`config.mk`:
```
export PLATFORM = sky130hd
export DESIGN_NAME = dft_bin_correlator
export DESIGN_NICKNAME = d
export VERILOG_FILES = /design/src/rtl/dftc_pkg.sv /design/src/rtl/dftc_phasor.sv /design/src/rtl/dftc_front.sv /design/src/rtl/dftc_accum.sv /design/src/rtl/dft_bin_correlator.sv
export SDC_FILE = /design/constraint.sdc
export NUM_CORES = 2
export LEC_CHECK = 0
export ABC_AREA = 1
export CAP_MARGIN = 10
export CORE_MARGIN = 4
export CORE_UTILIZATION = 64
export CTS_BUF_LIST = sky130_fd_sc_hd__clkbuf_8
export CTS_CLUSTER_SIZE = 40
export DETAILED_ROUTE_END_ITERATION = 8
export PLACE_DENSITY = 0.87
export SLEW_MARGIN = 5
export SYNTH_ARGS = -nofsm -noshare
export SYNTH_HDL_FRONTEND = slang
export SYNTH_SLANG_ARGS = --single-unit
```
`constraint.sdc`:
```
create_clock -name clk -period 8.7 [get_ports clk]
set_clock_uncertainty 0.1 [all_clocks]
set_input_delay 1.74 -clock clk [delete_from_list [all_inputs] [get_ports clk]]
set_output_delay 1.74 -clock clk [all_outputs]
set_load 0.05 [all_outputs]
```
`src/rtl/dftc_pkg.sv`:
```
package dftc_pkg;

    localparam int SMP_W    = 12;
    localparam int BLK_LOG  = 10;
    localparam int BLK_LEN  = 1 << BLK_LOG;
    localparam int WIN_W    = BLK_LOG - 1;
    localparam int TBL_W    = 8;
    localparam int TBL_LEN  = 1 << TBL_W;
    localparam int TBL_HALF = TBL_LEN / 2;
    localparam int TBL_QTR  = TBL_LEN / 4;
    localparam int COEF_W   = 13;
    localparam int SINE_SHR = 2 * TBL_W - COEF_W - 2;
    localparam int XW_W     = SMP_W + WIN_W + 1;
    localparam int PROD_W   = XW_W + COEF_W;
    localparam int ACC_W    = PROD_W + BLK_LOG;
    localparam int RES_W    = 16;
    localparam int N_LANE   = 2;

    typedef logic signed [COEF_W-1:0] coef_t;

    // one windowed sample on its way to the accumulators
    typedef struct packed {
        logic                   vld;
        logic                   last;
        logic signed [XW_W-1:0] xw;
        coef_t                  cos_c;
        coef_t                  nsin_c;
    } tap_t;

    // triangular weight: rises over the first half, falls over the second
    function automatic logic [WIN_W-1:0] tri_win(input logic [BLK_LOG-1:0] n);
        return n[BLK_LOG-1] ? ~n[WIN_W-1:0] : n[WIN_W-1:0];
    endfunction

    // parabolic half-wave per half period, sign from the top index bit
    function automatic coef_t sine_at(input logic [TBL_W-1:0] i);
        logic [TBL_W-2:0]   h;
        logic [TBL_W-1:0]   d;
        logic [2*TBL_W-1:0] m;
        coef_t              v;
        h = i[TBL_W-2:0];
        d = TBL_W'(TBL_HALF) - {1'b0, h};
        m = (2*TBL_W)'(h) * (2*TBL_W)'(d);
        v = COEF_W'(m >> SINE_SHR);
        return i[TBL_W-1] ? -v : v;
    endfunction

    // keep the low RES_W bits when they represent the value, else clamp
    function automatic logic signed [RES_W-1:0] sat_res(input logic signed [ACC_W-1:0] v);
        logic [ACC_W-RES_W:0] top;
        top = v[ACC_W-1:RES_W-1];
        if (top == '0 || top == '1)
            return v[RES_W-1:0];
        return v[ACC_W-1] ? {1'b1, {(RES_W-1){1'b0}}} : {1'b0, {(RES_W-1){1'b1}}};
    endfunction

endpackage

```
`src/rtl/dftc_phasor.sv`:
```
module dftc_phasor
    import dftc_pkg::*;
(
    input  logic [TBL_W-1:0] idx,
    output coef_t            cos_c,
    output coef_t            nsin_c
);

    coef_t            rom [TBL_LEN];
    logic [TBL_W-1:0] idx_cos;

    for (genvar g = 0; g < TBL_LEN; g++) begin : g_rom
        assign rom[g] = sine_at(TBL_W'(g));
    end

    assign idx_cos = idx + TBL_W'(TBL_QTR);
    assign cos_c   = rom[idx_cos];
    assign nsin_c  = -rom[idx];

endmodule

```
`src/rtl/dftc_front.sv`:
```
module dftc_front
    import dftc_pkg::*;
(
    input  logic             clk,
    input  logic             rst,
    input  logic             start,
    input  logic             smp_valid,
    input  logic [SMP_W-1:0] smp_data,
    input  logic [TBL_W-1:0] ph_idx,
    output tap_t             tap
);

    localparam logic [BLK_LOG-1:0] LAST_IDX = BLK_LOG'(BLK_LEN - 1);

    logic [BLK_LOG-1:0]     cnt;
    logic [WIN_W-1:0]       win;
    logic signed [XW_W-1:0] xw;
    coef_t                  cos_c;
    coef_t                  nsin_c;

    assign win = tri_win(cnt);
    assign xw  = XW_W'($signed(smp_data)) * XW_W'($signed({1'b0, win}));

    dftc_phasor u_phasor (
        .idx    (ph_idx),
        .cos_c  (cos_c),
        .nsin_c (nsin_c)
    );

    always_ff @(posedge clk) begin
        if (rst || start) begin
            cnt <= '0;
            tap <= '0;
        end else begin
            tap.vld    <= smp_valid;
            tap.last   <= smp_valid && (cnt == LAST_IDX);
            tap.xw     <= xw;
            tap.cos_c  <= cos_c;
            tap.nsin_c <= nsin_c;
            if (smp_valid)
                cnt <= cnt + 1'b1;
        end
    end

    // restart leaves index zero and nothing in flight
    a_r9_start_clears_index: assert property (@(posedge clk) disable iff (rst)
        start |=> (cnt == '0 && !tap.vld));

    // block end wraps the index and flags the closing sample
    a_r8_block_wraps: assert property (@(posedge clk) disable iff (rst)
        (smp_valid && !start && cnt == LAST_IDX) |=> (cnt == '0 && tap.last));

endmodule

```
`src/rtl/dftc_accum.sv`:
```
module dftc_accum
    import dftc_pkg::*;
#(
    parameter int RES_SHIFT = 24
)(
    input  logic                    clk,
    input  logic                    rst,
    input  logic                    clr,
    input  logic                    vld,
    input  logic                    last,
    input  logic signed [XW_W-1:0]  xw,
    input  coef_t                   coef,
    output logic signed [RES_W-1:0] res,
    output logic                    res_valid
);

    logic signed [PROD_W-1:0] prod;
    logic signed [ACC_W-1:0]  acc;
    logic signed [ACC_W-1:0]  sum;
    logic signed [ACC_W-1:0]  scaled;

    assign prod   = PROD_W'(xw) * PROD_W'(coef);
    assign sum    = acc + ACC_W'(prod);
    assign scaled = sum >>> RES_SHIFT;

    always_ff @(posedge clk) begin
        if (rst) begin
            acc       <= '0;
            res       <= '0;
            res_valid <= 1'b0;
        end else if (clr) begin
            acc       <= '0;
            res_valid <= 1'b0;
        end else begin
            res_valid <= vld && last;
            if (vld) begin
                if (last) begin
                    acc <= '0;
                    res <= sat_res(scaled);
                end else begin
                    acc <= sum;
                end
            end
        end
    end

    // a restart never lets a result out on the next cycle
    a_r10_clear_drops_result: assert property (@(posedge clk) disable iff (rst)
        clr |=> !res_valid);

    // the result only moves together with its strobe
    a_r7_result_held: assert property (@(posedge clk) disable iff (rst)
        !res_valid |-> $stable(res));

endmodule

```
`src/rtl/dft_bin_correlator.sv`:
```
module dft_bin_correlator
    import dftc_pkg::*;
#(
    parameter int RES_SHIFT = 24
)(
    input  logic             clk,
    input  logic             rst,
    input  logic             start,
    input  logic             smp_valid,
    input  logic [SMP_W-1:0] smp_data,
    input  logic [TBL_W-1:0] ref_phase,
    output logic             out_valid,
    output logic [RES_W-1:0] out_re,
    output logic [RES_W-1:0] out_im
);

    tap_t                    tap;
    logic [N_LANE-1:0]       lane_vld;
    logic signed [RES_W-1:0] lane_res [N_LANE];

    dftc_front u_front (
        .clk       (clk),
        .rst       (rst),
        .start     (start),
        .smp_valid (smp_valid),
        .smp_data  (smp_data),
        .ph_idx    (ref_phase),
        .tap       (tap)
    );

    for (genvar g = 0; g < N_LANE; g++) begin : g_lane
        coef_t lane_coef;
        if (g == 0) begin : g_real
            assign lane_coef = tap.cos_c;
        end else begin : g_imag
            assign lane_coef = tap.nsin_c;
        end
        dftc_accum #(.RES_SHIFT(RES_SHIFT)) u_acc (
            .clk       (clk),
            .rst       (rst),
            .clr       (start),
            .vld       (tap.vld),
            .last      (tap.last),
            .xw        (tap.xw),
            .coef      (lane_coef),
            .res       (lane_res[g]),
            .res_valid (lane_vld[g])
        );
    end

    assign out_valid = &lane_vld;
    assign out_re    = lane_res[0];
    assign out_im    = lane_res[1];

    // strobe lasts a single cycle
    a_r6_single_pulse: assert property (@(posedge clk) disable iff (rst)
        out_valid |=> !out_valid);

    // strobe follows the closing sample leaving the front stage
    a_r6_follows_last: assert property (@(posedge clk) disable iff (rst)
        out_valid |-> $past(tap.vld && tap.last));

endmodule

```
==> run metrics <==
fraction of layout instances using a drive strength above 1=4.67%; Hold Crit Class=flop to flop; setup repair after global routing missed its margin=false; Setup crit end kind=flop; via count=35800; Ys Warns=0; Vias/cell=5.56; Net Count, Synth=6740; Congestion Overflow GR=0; time the worst path needs with I/O delays and setup=7.69 ns; max-slew violations=0; share of total power consumed by net switching=39.3%; met1 track demand over resource=41.9%; Final setup viols=0; GRT Max-Usage Layer=met2; number of register bits inferred by synthesis=182; boundary pin count=57; Final Routed Wirelength=114000 um; sw power=0.854 mW; Post-synth EDFFs=0; drt wl/cell=17.6 um; commonest register cell after synthesis=sky130_fd_sc_hd__dfxtp_1; global routing met2 resource utilization=57.0%; total chip power=2.17 mW; most common library cell in the layout ignoring fill and taps=sky130_fd_sc_hd__inv_1; # resized after CTS=0; iteration-0 DRC count of the detailed router=2943; IO buf count=56; pin count of the biggest net entering global routing=91; cells after synthesis=5622; mean instance size in the synthesized netlist=7.39 um2; CTS clock-pin slew for the worst setup and hold paths=0.12 ns; hold_buf cts=0; P&R area growth vs syn=4.24%; final std cell area, no fill=0.0433 mm2; instance area at placement=0.0429 mm2; Worst Hold Margin=0.373 ns; timing-limited maximum frequency=130 MHz; depth of the worst register-to-register path=27; Post-synth ARST share=0%; Hold Path Depth=2; Clock Power Share=30.5%; Seq/Total Area, Yosys=8.77%; Floorplan Core Area=0.0643 mm2; length of the first detailed-routing pass in iterations=6; met3 usage=7.52%; Root Driver=sky130_fd_sc_hd__clkbuf_8; Num CTS Buffers=17; sequential fraction of design power=40.5%; CTS tree=yes; sort of element at the start of the critical path=flop; Worst Path Required=9.07 ns; clk buf depth=2; count of different cell masters after synthesis=53; die area=0.0691 mm2; areal power density over the cells=50.2 mW/mm2; maximum net fanout on the critical path=20; Max-cap violations=0; number of antenna violations at the first check in global routing=2; Final Util=67.3%; vias in the first global route=38200; setup slack of the worst register-to-register path=1.01 ns; standard-cell row count=93; gr usage total=33.8%; transition at the pin with the smallest max-transition slack=1.18 ns; Final TNS setup=0 ns; class of the most critical setup path=flop to flop; internal power=1.32 mW; number of nets in the final layout=6697; number of hold violations in the final report=0; buffer count from post-CTS setup fixing=0; relative slew slack=21.3%; combined area of all synthesized cells=0.0416 mm2; relative contribution of combinational cells to total power=29.0%; Leak=24.8 nW; wire length of the first global-routing pass=189000 um; detailed-route DRC error count=0; effective utilization at floorplan=64.6%; Chip Height=263 um; routability cong.=0.997; most used cells in the layout excluding fill and tap cells=1540 x sky130_fd_sc_hd__inv_1, 1458 x sky130_fd_sc_hd__nand2_1, 800 x sky130_fd_sc_hd__fa_1; x dimension of the die=263 um; insertion delay of the later-clocked pin in the worst-skew pair=0.60 ns; worst path arrival time=8.06 ns; TritonCTS Sinks=182; post-route fraction of the period consumed by the critical path=88.4%; H-tree depth reported by CTS=4; VDD IR-drop max=0.117 mV; half-perimeter wire length after detailed placement=94300 um; outcome=complete, no violations; remaining antenna violation count=0
cell usage after synthesis (20+ instances only):
cell	count	area, um2
sky130_fd_sc_hd__fa_1	800	16000
sky130_fd_sc_hd__inv_2	23	86.3
sky130_fd_sc_hd__nor2_1	293	1100
sky130_fd_sc_hd__nand4_1	42	263
sky130_fd_sc_hd__nand3_1	127	636
sky130_fd_sc_hd__buf_1	42	158
sky130_fd_sc_hd__a21oi_1	260	1300
sky130_fd_sc_hd__a21oi_2	22	193
sky130_fd_sc_hd__nor2_2	36	225
sky130_fd_sc_hd__clkbuf_1	124	465
sky130_fd_sc_hd__xor2_1	20	175
sky130_fd_sc_hd__o21ai_0	123	616
sky130_fd_sc_hd__nand2_2	39	244
sky130_fd_sc_hd__ha_1	294	3680
sky130_fd_sc_hd__nand2_1	1458	5470
sky130_fd_sc_hd__inv_1	1540	5780
sky130_fd_sc_hd__dfxtp_1	182	3640
sky130_fd_sc_hd__nor3_1	25	125
power groups by stage:
stage          clock network (mW)  logic, mW  registers [mW]
6_report                    0.663      0.632           0.880
5_1_grt                     0.699      0.701           0.881
4_1_cts                     0.667      0.620           0.878
3_5_place_dp                    0      0.617           0.897
3_3_place_gp                    0      0.596           0.896
2_1_floorplan                   0      0.462           0.869
worst paths after layout:
path	start	endpoint
min	g_lane[0].u_acc.res[15]	g_lane[0].u_acc.res[15]
max	u_front.tap[47]	g_lane[1].u_acc.res[1]
max reg2reg	u_front.tap[47]	g_lane[1].u_acc.res[1]
min reg2reg	g_lane[0].u_acc.res[15]	g_lane[0].u_acc.res[15]
worst max-delay path, stage by stage, from the launching register on:
cell	delay [ns]
sky130_fd_sc_hd__dfxtp_1	0.79
sky130_fd_sc_hd__buf_4	0.30
sky130_fd_sc_hd__nand2_1	0.15
sky130_fd_sc_hd__fa_1	0.55
sky130_fd_sc_hd__inv_1	0.75
sky130_fd_sc_hd__fa_1	0.56
sky130_fd_sc_hd__inv_1	0.09
sky130_fd_sc_hd__fa_1	0.45
sky130_fd_sc_hd__fa_1	0.54
sky130_fd_sc_hd__inv_1	0.05
sky130_fd_sc_hd__fa_1	0.48
sky130_fd_sc_hd__inv_1	0.05
sky130_fd_sc_hd__fa_1	0.47
sky130_fd_sc_hd__inv_1	0.04
sky130_fd_sc_hd__ha_1	0.34
sky130_fd_sc_hd__nand2_1	0.10
sky130_fd_sc_hd__nor2_1	0.28
sky130_fd_sc_hd__nand2_1	0.14
sky130_fd_sc_hd__nor2_1	0.18
sky130_fd_sc_hd__nand3_1	0.15
sky130_fd_sc_hd__nand3_1	0.14
sky130_fd_sc_hd__nand2_1	0.07
sky130_fd_sc_hd__nand2_1	0.10
sky130_fd_sc_hd__nand3_2	0.08
sky130_fd_sc_hd__nor2_2	0.10
sky130_fd_sc_hd__nor2_2	0.09
sky130_fd_sc_hd__nor2_8	0.27
sky130_fd_sc_hd__a21oi_1	0.12
layout make-up:
type | instances | area, um2
Clock buffer | 19 | 262
Timing Repair Buffer | 117 | 1020
Fill cell | 5158 | 21000
Clock inverter | 13 | 146
Inverter | 1566 | 5880
Multi-Input combinational cell | 3695 | 31300
Tap cell | 855 | 1070
Sequential cell | 182 | 3640
Antenna cell | 3 | 7.51
flip-flops by register name, indices dropped and copies added (netlist names):
register / count
g_lane.u_acc.acc: 90
u_front.cnt: 10
g_lane.u_acc.res_valid: 1
u_front.tap: 49
g_lane.u_acc.res: 32
through the flow:
step	setup WS [ns]	std cells
after floorplan	2.08	5622
after global placement	1.29	6415
after detailed placement	1.14	6415
after CTS	1.10	6447
after global routing	0.486	6447
final	1.01	6450
per-layer routing:
metal / up-vias / share of wire, %
met1: 17300 / 38
met4: 0 / 5.0
met2: 1795 / 48
met5: - / 0
met3: 481 / 9.6
li1: 16300 / -
logic make-up (layout without fill, tap and decap cells):
group / after synthesis / in the layout / share of synthesized area, %
XOR/XNOR: 34 / 34 / 0.717
AO/OA/AOI/OAI: 492 / 492 / 6.65
other: 0 / 3 / 0
adder cells (fa/ha/maj): 1094 / 1094 / 47.4
buffers and inverters: 1745 / 1715 / 16.0
AND/OR/NAND/NOR: 2075 / 2075 / 20.5
flip-flops: 182 / 182 / 8.77
No activity file was read; power rests on OpenSTA's default activity.
